**src/rtl/sw_pkg.sv**
```systemverilog
// Shared constants and types for the static route switch.
// Assumes five links numbered north=0, east=1, south=2, west=3, processor=4.
package sw_pkg;
    localparam int NPORT  = 5;
    localparam int SRC_W  = 3;
    localparam int SLOT_W = SRC_W + NPORT;

    typedef enum logic [SRC_W-1:0] {
        PORT_N    = 3'd0,
        PORT_E    = 3'd1,
        PORT_S    = 3'd2,
        PORT_W    = 3'd3,
        PORT_PROC = 3'd4
    } port_e;

    // One route slot: source code in the upper bits, destination mask below.
    typedef struct packed {
        logic [SRC_W-1:0] src;
        logic [NPORT-1:0] dst;
    } route_slot_t;
endpackage

```
**src/rtl/sw_fifo.sv**
```systemverilog
// Synchronous FIFO used on every link, both into and out of the switch.
// Assumes DEPTH is a power of two and that the caller never pushes when
// full nor pops when empty.
module sw_fifo #(
    parameter int W     = 32,
    parameter int DEPTH = 4
) (
    input  logic         clk,
    input  logic         rst_n,
    input  logic         push,
    input  logic [W-1:0] wdata,
    input  logic         pop,
    output logic [W-1:0] rdata,
    output logic         full,
    output logic         empty
);
    localparam int PW = $clog2(DEPTH);
    localparam int CW = PW + 1;

    logic [W-1:0]  store [DEPTH];
    logic [PW-1:0] wr_ptr;
    logic [PW-1:0] rd_ptr;
    logic [CW-1:0] count;

    assign full  = (count == CW'(DEPTH));
    assign empty = (count == '0);
    assign rdata = store[rd_ptr];

    // Data storage: write the pushed word at the write pointer.
    always_ff @(posedge clk) begin
        if (push) store[wr_ptr] <= wdata;
    end

    // Pointer and occupancy bookkeeping, cleared by reset.
    always_ff @(posedge clk) begin
        if (!rst_n) begin
            wr_ptr <= '0;
            rd_ptr <= '0;
            count  <= '0;
        end else begin
            if (push) wr_ptr <= wr_ptr + 1'b1;
            if (pop)  rd_ptr <= rd_ptr + 1'b1;
            count <= count + CW'(push) - CW'(pop);
        end
    end

    AST_NO_OVERFLOW:  assert property (@(posedge clk) disable iff (!rst_n) push |-> !full);
    AST_NO_UNDERFLOW: assert property (@(posedge clk) disable iff (!rst_n) pop |-> !empty);
endmodule

```
**src/rtl/sw_seq.sv**
```systemverilog
// Switch instruction memory and program counter.
// Writes are taken only while run is low; the counter advances when the
// crossbar reports a completed word, either to the next address or to 0.
module sw_seq #(
    parameter int DEPTH = 16,
    parameter int IW    = 17,
    parameter int AW    = $clog2(DEPTH)
) (
    input  logic          clk,
    input  logic          rst_n,
    input  logic          run,
    input  logic          prog_we,
    input  logic [AW-1:0] prog_addr,
    input  logic [IW-1:0] prog_data,
    input  logic          advance,
    output logic [IW-1:0] instr
);
    logic [IW-1:0] imem [DEPTH];
    logic [AW-1:0] pc;
    logic          loop_bit;

    assign instr    = imem[pc];
    assign loop_bit = instr[IW-1];

    // Program load port, active only while the switch is held idle.
    always_ff @(posedge clk) begin
        if (prog_we && !run) imem[prog_addr] <= prog_data;
    end

    // Program counter: step or loop on completion, hold otherwise.
    always_ff @(posedge clk) begin
        if (!rst_n)       pc <= '0;
        else if (advance) pc <= loop_bit ? '0 : pc + 1'b1;
    end

    AST_PC_HOLD:  assert property (@(posedge clk) disable iff (!rst_n) !advance |=> $stable(pc));
    AST_PC_STEP:  assert property (@(posedge clk) disable iff (!rst_n)
                                   (advance && !loop_bit) |=> pc == AW'($past(pc) + 1'b1));
    AST_PC_LOOP:  assert property (@(posedge clk) disable iff (!rst_n) (advance && loop_bit) |=> pc == '0);
    AST_IDLE_HOLD: assert property (@(posedge clk) disable iff (!rst_n) !run |-> !advance);
endmodule

```
**src/rtl/sw_xbar.sv**
```systemverilog
// Route decode and crossbar. Combines all slots of the current word,
// detects slot collisions, decides whether the word can complete and
// produces the FIFO pops, pushes and pushed data for that cycle.
// Assumes FIFO status inputs are registered (no combinational loop).
module sw_xbar
    import sw_pkg::*;
#(
    parameter int W      = 32,
    parameter int ROUTES = 2
) (
    input  logic                          run,
    input  route_slot_t [ROUTES-1:0]      slots,
    input  logic [NPORT-1:0]              src_empty,
    input  logic [NPORT-1:0][W-1:0]       src_data,
    input  logic [NPORT-1:0]              dst_full,
    output logic [NPORT-1:0]              pop,
    output logic [NPORT-1:0]              push,
    output logic [NPORT-1:0][W-1:0]       push_data,
    output logic                          fire,
    output logic                          word_conflict
);
    logic [NPORT-1:0] src_all;
    logic [NPORT-1:0] dst_all;
    logic             srcs_ready;

    // Gather sources and destinations, flag collisions, check readiness.
    always_comb begin
        src_all       = '0;
        dst_all       = '0;
        word_conflict = 1'b0;
        srcs_ready    = 1'b1;
        for (int s = 0; s < ROUTES; s++) begin
            if (slots[s].src < SRC_W'(NPORT)) begin
                if (src_all[slots[s].src] || |(dst_all & slots[s].dst)) word_conflict = 1'b1;
                src_all[slots[s].src] = 1'b1;
                dst_all               = dst_all | slots[s].dst;
                if (src_empty[slots[s].src]) srcs_ready = 1'b0;
            end
        end
        fire = run && srcs_ready && !word_conflict && !(|(dst_all & dst_full));
        pop  = fire ? src_all : '0;
        push = fire ? dst_all : '0;
    end

    // Crossbar: each output takes the word of the slot that selects it.
    always_comb begin
        for (int d = 0; d < NPORT; d++) begin
            push_data[d] = '0;
            for (int s = 0; s < ROUTES; s++) begin
                if (slots[s].src < SRC_W'(NPORT) && slots[s].dst[d])
                    push_data[d] = src_data[slots[s].src];
            end
        end
    end
endmodule

```
**src/rtl/static_route_switch.sv**
```systemverilog
// Top of the static route switch for one mesh tile. Five links, each with
// an input FIFO and an output FIFO; link 4 faces the local processor.
// The sequencer supplies one instruction word per cycle and the crossbar
// moves words when the whole word can complete.
module static_route_switch
    import sw_pkg::*;
#(
    parameter int DATA_W     = 32,
    parameter int FIFO_DEPTH = 4,
    parameter int IMEM_DEPTH = 16,
    parameter int ROUTES     = 2
) (
    input  logic                            clk,
    input  logic                            rst_n,
    input  logic                            run,
    input  logic                            prog_we,
    input  logic [$clog2(IMEM_DEPTH)-1:0]   prog_addr,
    input  logic [ROUTES*8:0]               prog_data,
    input  logic [4:0]                      link_in_valid,
    input  logic [5*DATA_W-1:0]             link_in_data,
    output logic [4:0]                      link_in_ready,
    output logic [4:0]                      link_out_valid,
    output logic [5*DATA_W-1:0]             link_out_data,
    input  logic [4:0]                      link_out_ready,
    output logic                            conflict
);
    localparam int AW = $clog2(IMEM_DEPTH);
    localparam int IW = ROUTES * SLOT_W + 1;

    logic [IW-1:0]                 instr;
    route_slot_t [ROUTES-1:0]      slots;
    logic [NPORT-1:0]              in_empty, in_full, in_pop;
    logic [NPORT-1:0][DATA_W-1:0]  in_rdata;
    logic [NPORT-1:0]              out_empty, out_full, out_push;
    logic [NPORT-1:0][DATA_W-1:0]  out_wdata, out_rdata;
    logic                          fire, word_conflict, conflict_q;

    assign slots = instr[IW-2:0];

    sw_seq #(.DEPTH(IMEM_DEPTH), .IW(IW), .AW(AW)) i_seq (
        .clk(clk), .rst_n(rst_n), .run(run),
        .prog_we(prog_we), .prog_addr(prog_addr), .prog_data(prog_data),
        .advance(fire), .instr(instr)
    );

    sw_xbar #(.W(DATA_W), .ROUTES(ROUTES)) i_xbar (
        .run(run), .slots(slots),
        .src_empty(in_empty), .src_data(in_rdata), .dst_full(out_full),
        .pop(in_pop), .push(out_push), .push_data(out_wdata),
        .fire(fire), .word_conflict(word_conflict)
    );

    for (genvar g = 0; g < NPORT; g++) begin : g_link
        sw_fifo #(.W(DATA_W), .DEPTH(FIFO_DEPTH)) i_in_fifo (
            .clk(clk), .rst_n(rst_n),
            .push(link_in_valid[g] && !in_full[g]),
            .wdata(link_in_data[g*DATA_W +: DATA_W]),
            .pop(in_pop[g]), .rdata(in_rdata[g]),
            .full(in_full[g]), .empty(in_empty[g])
        );
        sw_fifo #(.W(DATA_W), .DEPTH(FIFO_DEPTH)) i_out_fifo (
            .clk(clk), .rst_n(rst_n),
            .push(out_push[g]), .wdata(out_wdata[g]),
            .pop(link_out_ready[g] && !out_empty[g]), .rdata(out_rdata[g]),
            .full(out_full[g]), .empty(out_empty[g])
        );
        assign link_in_ready[g]                   = !in_full[g];
        assign link_out_valid[g]                  = !out_empty[g];
        assign link_out_data[g*DATA_W +: DATA_W]  = out_rdata[g];
    end

    // Sticky collision flag, set by a colliding word while running.
    always_ff @(posedge clk) begin
        if (!rst_n)                    conflict_q <= 1'b0;
        else if (run && word_conflict) conflict_q <= 1'b1;
    end
    assign conflict = conflict_q;

    AST_CONFLICT_STICKY: assert property (@(posedge clk) disable iff (!rst_n) conflict_q |=> conflict_q);
    AST_CONFLICT_FREEZE: assert property (@(posedge clk) disable iff (!rst_n) conflict_q |-> !fire);
    AST_RESET_CLEAN:     assert property (@(posedge clk) disable iff (!rst_n)
                                          $past(!rst_n) |-> (link_out_valid == '0 && !conflict_q));
endmodule

```
**config.mk**
```make
export PLATFORM = sky130hd
export DESIGN_NAME = static_route_switch
export DESIGN_NICKNAME = d
export VERILOG_FILES = /design/src/rtl/sw_pkg.sv /design/src/rtl/sw_fifo.sv /design/src/rtl/sw_seq.sv /design/src/rtl/sw_xbar.sv /design/src/rtl/static_route_switch.sv
export SDC_FILE = /design/constraint.sdc
export NUM_CORES = 1
export LEC_CHECK = 0
export BUFFER_PORTS_ARGS = -buffer_cell sky130_fd_sc_hd__buf_2
export CORE_MARGIN = 10
export CORE_UTILIZATION = 55
export CTS_BUF_LIST = sky130_fd_sc_hd__clkbuf_4 sky130_fd_sc_hd__clkbuf_8 sky130_fd_sc_hd__clkbuf_16
export CTS_CLUSTER_DIAMETER = 120
export DETAILED_ROUTE_END_ITERATION = 10
export HOLD_SLACK_MARGIN = 0.03
export PLACE_DENSITY = 0.73
export SYNTH_ARGS = -nofsm -noshare
export SYNTH_HDL_FRONTEND = slang
export SYNTH_SLANG_ARGS = --single-unit
```
**constraint.sdc**
```tcl
create_clock -name clk -period 4.9 [get_ports clk]
set_input_delay 0.98 -clock clk [delete_from_list [all_inputs] [get_ports clk]]
set_output_delay 0.98 -clock clk [all_outputs]
set_load 0.02 [all_outputs]
```
==> run metrics, run 1 <==
Setup TNS=0 ns; die area=134000 um^2; worst-margin pin slew=1.24 ns; final worst path period share=94.2%; flop2flop setup slack=0.28 ns; die height=365 um; top_reg_cell synth=edfxtp_1; vias per cell=6.39; number of global-route vias before repair=34.8k; number of top-level pins=366; largest net degree at the start of global routing=76; maximum clock frequency=0.217 GHz; Finished Layout Cells=5573; Root Buffer=clkbuf_16; fin nets=4159; crit-path max FO=19; CP arrival=5.27 ns; DRC=0; area post-placement=70300 um^2; met3 usage=8.98%; flop and latch count out of synthesis=1651; Async SR Flop Fraction=0%; EDFF count, synth=1552; final setup violation count=0; Final min period=4.62 ns; fraction of layout cells with a size suffix above 1=30.7%; hold path depth=1; maximum clock insertion buffer count=3; cell count after synthesis=3384; Synth Net Count=3650; Pwr Density=488 nW/um^2; leakage=25.1 nW; Worst Setup Start Kind=register; leading post-synthesis cells by cell area=edfxtp_1 71%, mux4_2 13%, dfxtp_1 3.0%; Routed Antenna Nets=0; total number of vias=35.6k; initial antenna violation count=62; Post CTS Setup Buffer Count=0; hold crit path type=in -> reg; first-pass GRT wire length=245 mm; total grt overflow=0; grt met1 use=35.0%; register area share after synthesis=74.0%; final hold vios=0; relative slew slack=17.1%; TritonCTS buffer count=163; pins over their slew limit=0; cell area after layout=75700 um^2; synthesized cell area=65600 um^2; post-CTS sizing=0; Starting DRT DRC Count=4570; Critical Path End=g_link[2].i_in_fifo.count[2]$_SDFF_PN0_; Reg2Reg Depth=17; num rows=126; busiest grt layer=met2; H-tree depth=4; RSZ-0062 raised after global routing=false; GR Util All Layers=25.4%; clk slew on worst S/H paths=0.06 ns; Post-CTS Hold Fix Bufs=0; clock sinks=1651; Setup Skew=0.0374 ns; Synth top area share=71.0%; Placeable Area=118000 um^2; Req. time, crit path=5.55 ns; clk_lat worst skew=0.79 ns; area of the multi-input gates=16100 um^2; worst vdd ir=0.468 mV; status=complete, no violations; syn_area_per_cell=19.4 um^2; DP HPWL=114 mm; Fillers=7882; First-pass DRT Iterations=6; Yosys top cell by area=edfxtp_1; Max-Cap Viols=0; cell count after placement=5263; wire length per cell=30.6 um; met2 Use GR=37.7%; area delta synth->final=15.3%; Crit. End Element=register; CTS tree=done; Starting Density=55.5%; Yosys cell types=64; drt total wl=170 mm; reg2reg end=g_link[2].i_in_fifo.count[2]$_SDFF_PN0_; Die Wd=365 um; register area=48600 um^2; gp weighted congestion=0.883; yosys warns=0; critical setup path kind=reg -> reg; I/O Buffers=365
through the flow:
step / hold slack [ns] / util, % / total power [mW] / setup WS (ns)
global placement: 0.444 / 59.4 / 24.7 / 0.332
detailed placement: 0.470 / 59.4 / 24.9 / 0.196
global route: 0.385 / 64.0 / 38.2 / 0.00252
floorplan: 0.450 / - / 21.8 / 0.428
CTS: 0.371 / 63.9 / 37.1 / 0.172
finish: 0.406 / 64.0 / 36.9 / 0.282
registers in the layout (all words and copies together), names as in the netlist, named ones only:
signal	flops
g_link.i_out_fifo.store	640
i_seq.pc	4
g_link.i_in_fifo.store	640
i_seq.imem	272
g_link.i_in_fifo.count	15
conflict	1
g_link.i_out_fifo.wr_ptr	10
g_link.i_in_fifo.wr_ptr	10
g_link.i_in_fifo.rd_ptr	10
g_link.i_out_fifo.count	15
g_link.i_out_fifo.rd_ptr	10
critical path, stage by stage (launching register included):
cell      delay, ns
dfxtp_2        0.64
buf_4          0.35
mux4_2         0.33
a22oi_1        0.28
nand3_1        0.20
a222oi_1       0.35
a221oi_1       0.18
a221oi_2       0.25
nand4b_1       0.16
buf_4          0.23
nor2_2         0.27
ha_1           0.18
inv_1          0.04
ha_1           0.19
fa_1           0.41
xnor2_1        0.15
xnor2_1        0.13
and2_1         0.16
synth_stat cells (all sizes together), types with 33 or more instances:
| cell type | number |
|---|---|
| o22ai | 162 |
| and2 | 83 |
| buf | 53 |
| a21oi | 37 |
| nand2 | 209 |
| inv | 66 |
| mux4 | 387 |
| edfxtp | 1552 |
| clkbuf | 137 |
| mux2i | 68 |
| ha | 61 |
| a22oi | 78 |
| a31oi | 33 |
| nor2 | 39 |
| dfxtp | 99 |
| nor2b | 47 |
| a211oi | 33 |
| and3 | 55 |
worst min-delay path by stage:
stage                                                          start                                         end  slack [ns]
after floorplan           g_link[4].i_in_fifo.rd_ptr[1]$_SDFFE_PN0P_                                    register        0.45
after global placement                         conflict$_SDFFE_PN0P_                       conflict$_SDFFE_PN0P_        0.44
after detailed placement  g_link[3].i_in_fifo.rd_ptr[1]$_SDFFE_PN0P_  g_link[3].i_in_fifo.rd_ptr[1]$_SDFFE_PN0P_        0.47
after CTS                                            link_in_data[3]   g_link[0].i_in_fifo.store[1][3]$_DFFE_PP_        0.37
after global routing                                 link_in_data[3]   g_link[0].i_in_fifo.store[2][3]$_DFFE_PP_        0.38
final                                                link_in_data[3]   g_link[0].i_in_fifo.store[2][3]$_DFFE_PP_        0.41
cell type report:
type	count	area share [%]
Clock inverter	84	1.05
Inverter	67	0.332
Clock buffer	212	5.97
Timing Repair Buffer	534	4.58
Tap cell	1536	2.54
Multi-Input combinational cell	1476	21.2
Antenna cell	13	0.0430
Sequential cell	1651	64.2
cell families after synthesis:
group	count (synthesis)	share of synthesized area [%]
flops	1651	74.0
compound gates	402	4.11
fa+ha+maj	71	1.47
simple gates	507	3.92
buf+inv	257	1.56
xor+xnor	37	0.494
mux	459	14.4
report_power, final:
group	internal, mW	switching (mW)	total, mW
Sequential	16.7	0.575	17.2
Clock	7.04	5.26	12.3
Combinational	2.75	4.65	7.39
routing by layer:
layer	wire (um)	share of wire, %	vias to the layer above
met5	460	0.27	-
met4	6360	3.7	72
met3	22200	13	353
met2	77500	45	2155
met1	63900	37	18100
li1	-	-	14900
layout by cell type (no fill, tap or decap), types with 8 or more instances in the layout:
| cell type | instances |
|---|---|
| a31oi_1 | 32 |
| a21oi_1 | 37 |
| fa_1 | 10 |
| diode_2 | 13 |
| a21boi_1 | 11 |
| mux4_2 | 384 |
| clkbuf_8 | 9 |
| dfxtp_1 | 84 |
| buf_4 | 140 |
| and3_1 | 51 |
| inv_1 | 64 |
| clkinv_2 | 21 |
| dfxtp_2 | 13 |
| clkbuf_16 | 165 |
| ha_1 | 61 |
| clkinv_1 | 33 |
| o22ai_1 | 162 |
| a22oi_1 | 78 |
| nor3_1 | 8 |
| nor2b_1 | 47 |
| clkbuf_4 | 39 |
| and2_1 | 81 |
| buf_12 | 26 |
| xor2_1 | 10 |
| edfxtp_1 | 1552 |
| mux2i_1 | 68 |
| nand2_1 | 208 |
| nor2_2 | 10 |
| xnor2_1 | 27 |
| nor2_1 | 29 |
| nand3_1 | 19 |
| or3_1 | 11 |
| bufinv_16 | 9 |
| a211oi_1 | 33 |
| buf_2 | 364 |
(Power assumes the default switching activity.)
==> inputs of run 2 (changes only) <==
CORE_UTILIZATION = 50   (was 55)
CTS_CLUSTER_DIAMETER = 150   (was 120)
PLACE_DENSITY = 0.67   (was 0.73)
==> run 2 against run 1 <==
First-iteration DRC count fell by 2.3%. Fmax increased by 1.6%. Clock skew fell by 0.0074 ns. Via count decreased by 0.30%. Die area rose by 9.4%. Hold slack worse by 0.012 ns. Critical path depth down 9. Sequential cell count is the same. Cell area grew 0.85%. Setup slack improved by 0.071 ns. Routed wire length grew 1.8%. Global-route usage decreased by 2.0 points. Critical path type unchanged.
==> run metrics, run 2 (synthesized netlist as in run 1, its figures left out) <==
Max-Cap Viols=0; pins over their slew limit=0; Placeable Area=130000 um^2; number of top-level pins=366; biggest regs=g_link.i_in_fifo.store x640, g_link.i_out_fifo.store x640, i_seq.imem x272; wire length per cell=29.8 um; hold path start=link_in_data[2]; Starting Density=50.5%; num rows=132; Post CTS Setup Buffer Count=0; Worst Hold End=g_link[0].i_in_fifo.store[0][2]$_DFFE_PP_; most common cell after layout, fill and taps aside=edfxtp_1; H-tree depth=4; fraction of layout cells with a size suffix above 1=31.3%; I/O Buffers=365; relative slew slack=5.65%; worst-margin pin slew=1.42 ns; Core Util, Final=58.7%; worst vdd ir=0.442 mV; Final min period=4.55 ns; drt total wl=173 mm; total number of vias=35.5k; maximum clock insertion buffer count=3; Crit. End Element=register; initial antenna violation count=70; clock sinks=1651; Reg2Reg Depth=8; clk_lat worst skew=0.80 ns; Routed Antenna Nets=0; CTS tree=done; clk slew on worst S/H paths=0.06 ns; Fillers=9497; DP HPWL=117 mm; final hold slack=0.395 ns; crit-path max cell delay=1.15 ns; Req. time, crit path=5.31 ns; number of global-route vias before repair=34.4k; die height=382 um; final worst path period share=92.8%; First-pass DRT Iterations=7; post-CTS sizing=0; gp weighted congestion=0.853; CP arrival=4.96 ns; TritonCTS buffer count=166; CP max-delay cell=a22oi_1; die area=146000 um^2; Die Wd=382 um; Post-CTS Hold Fix Bufs=0; first-pass GRT wire length=248 mm; RSZ-0062 raised after global routing=false; reg2reg end=g_link[1].i_out_fifo.store[3][13]$_DFFE_PP_; CP bufs+invs=2; crit-path max FO=32; area delta synth->final=16.3%; CP top delay family=compound AO/OA/AOI/OAI gates; leakage=25.3 nW; largest net degree at the start of global routing=97; hold crit path type=in -> reg; most frequent cells in the layout=1552 x edfxtp_1, 384 x mux4_2, 364 x buf_2; worst path cell trace=buf_4 -> mux4_1 -> nand3_1 -> and4_1 -> buf_4 -> a31oi_1 -> a22oi_1 -> o22ai_1; Pwr Density=490 nW/um^2; DRC=0; GR Util All Layers=23.4%; fin nets=4185; final hold vios=0; flop2flop setup slack=0.35 ns; critical setup path kind=reg -> reg; Setup Skew=0.0299 ns; Setup TNS=0 ns; hold path depth=1; total grt overflow=0; Worst Setup Start Kind=register; Root Buffer=clkbuf_16; status=complete, no violations; final setup violation count=0; vias per cell=6.10; Starting DRT DRC Count=4467; cell repeated most along the worst path=buf_4; maximum clock frequency=0.220 GHz
[run 2: worst max path at each step]
stage | endpoint | cells after the start
after floorplan | g_link[1].i_in_fifo.count[2]$_SDFF_PN0_ | 21
after global placement | g_link[4].i_in_fifo.count[2]$_SDFF_PN0_ | 18
after detailed placement | g_link[0].i_in_fifo.count[2]$_SDFF_PN0_ | 18
after CTS | g_link[0].i_in_fifo.count[2]$_SDFF_PN0_ | 18
after global routing | g_link[0].i_in_fifo.count[2]$_SDFF_PN0_ | 18
final | g_link[1].i_out_fifo.store[3][13]$_DFFE_PP_ | 8
[run 2: power by group]
group / total [mW] / leakage, nW / internal (mW) / switching [mW]
Clock: 12.7 / 2.73 / 7.47 / 5.28
Sequential: 17.2 / 15.0 / 16.7 / 0.565
Combinational: 7.45 / 7.51 / 2.78 / 4.67
[run 2: area by class of cell]
| class | instances | area, um^2 | area share, % |
|---|---|---|---|
| Inverter | 67 | 251 | 0.329 |
| Tap cell | 1742 | 2180 | 2.86 |
| Clock inverter | 91 | 898 | 1.18 |
| Clock buffer | 214 | 4620 | 6.06 |
| Antenna cell | 20 | 50.0 | 0.0656 |
| Multi-Input combinational cell | 1476 | 16100 | 21.1 |
| Timing Repair Buffer | 557 | 3650 | 4.78 |
| Sequential cell | 1651 | 48600 | 63.7 |
[run 2: metrics by stage]
step / cell area, um^2 / cells / power (mW) / setup slack [ns]
2_1_floorplan: 65600 / 3384 / 21.8 / 0.428
3_3_place_gp: 70800 / 5493 / 24.9 / 0.442
3_5_place_dp: 70800 / 5493 / 25.0 / 0.338
4_1_cts: 76300 / 5798 / 37.7 / 0.306
5_1_grt: 76300 / 5807 / 38.7 / 0.0201
6_report: 76300 / 5818 / 37.4 / 0.353
[run 2: metal layers]
layer	part of all wire (%)	up-vias	wire length [um]	global-route usage [%]
met5	0.30	-	513	0
met4	3.3	78	5760	8.20
met3	11	356	19800	7.74
met2	46	1746	79500	34.7
met1	39	18300	67900	32.5
li1	-	15000	-	-
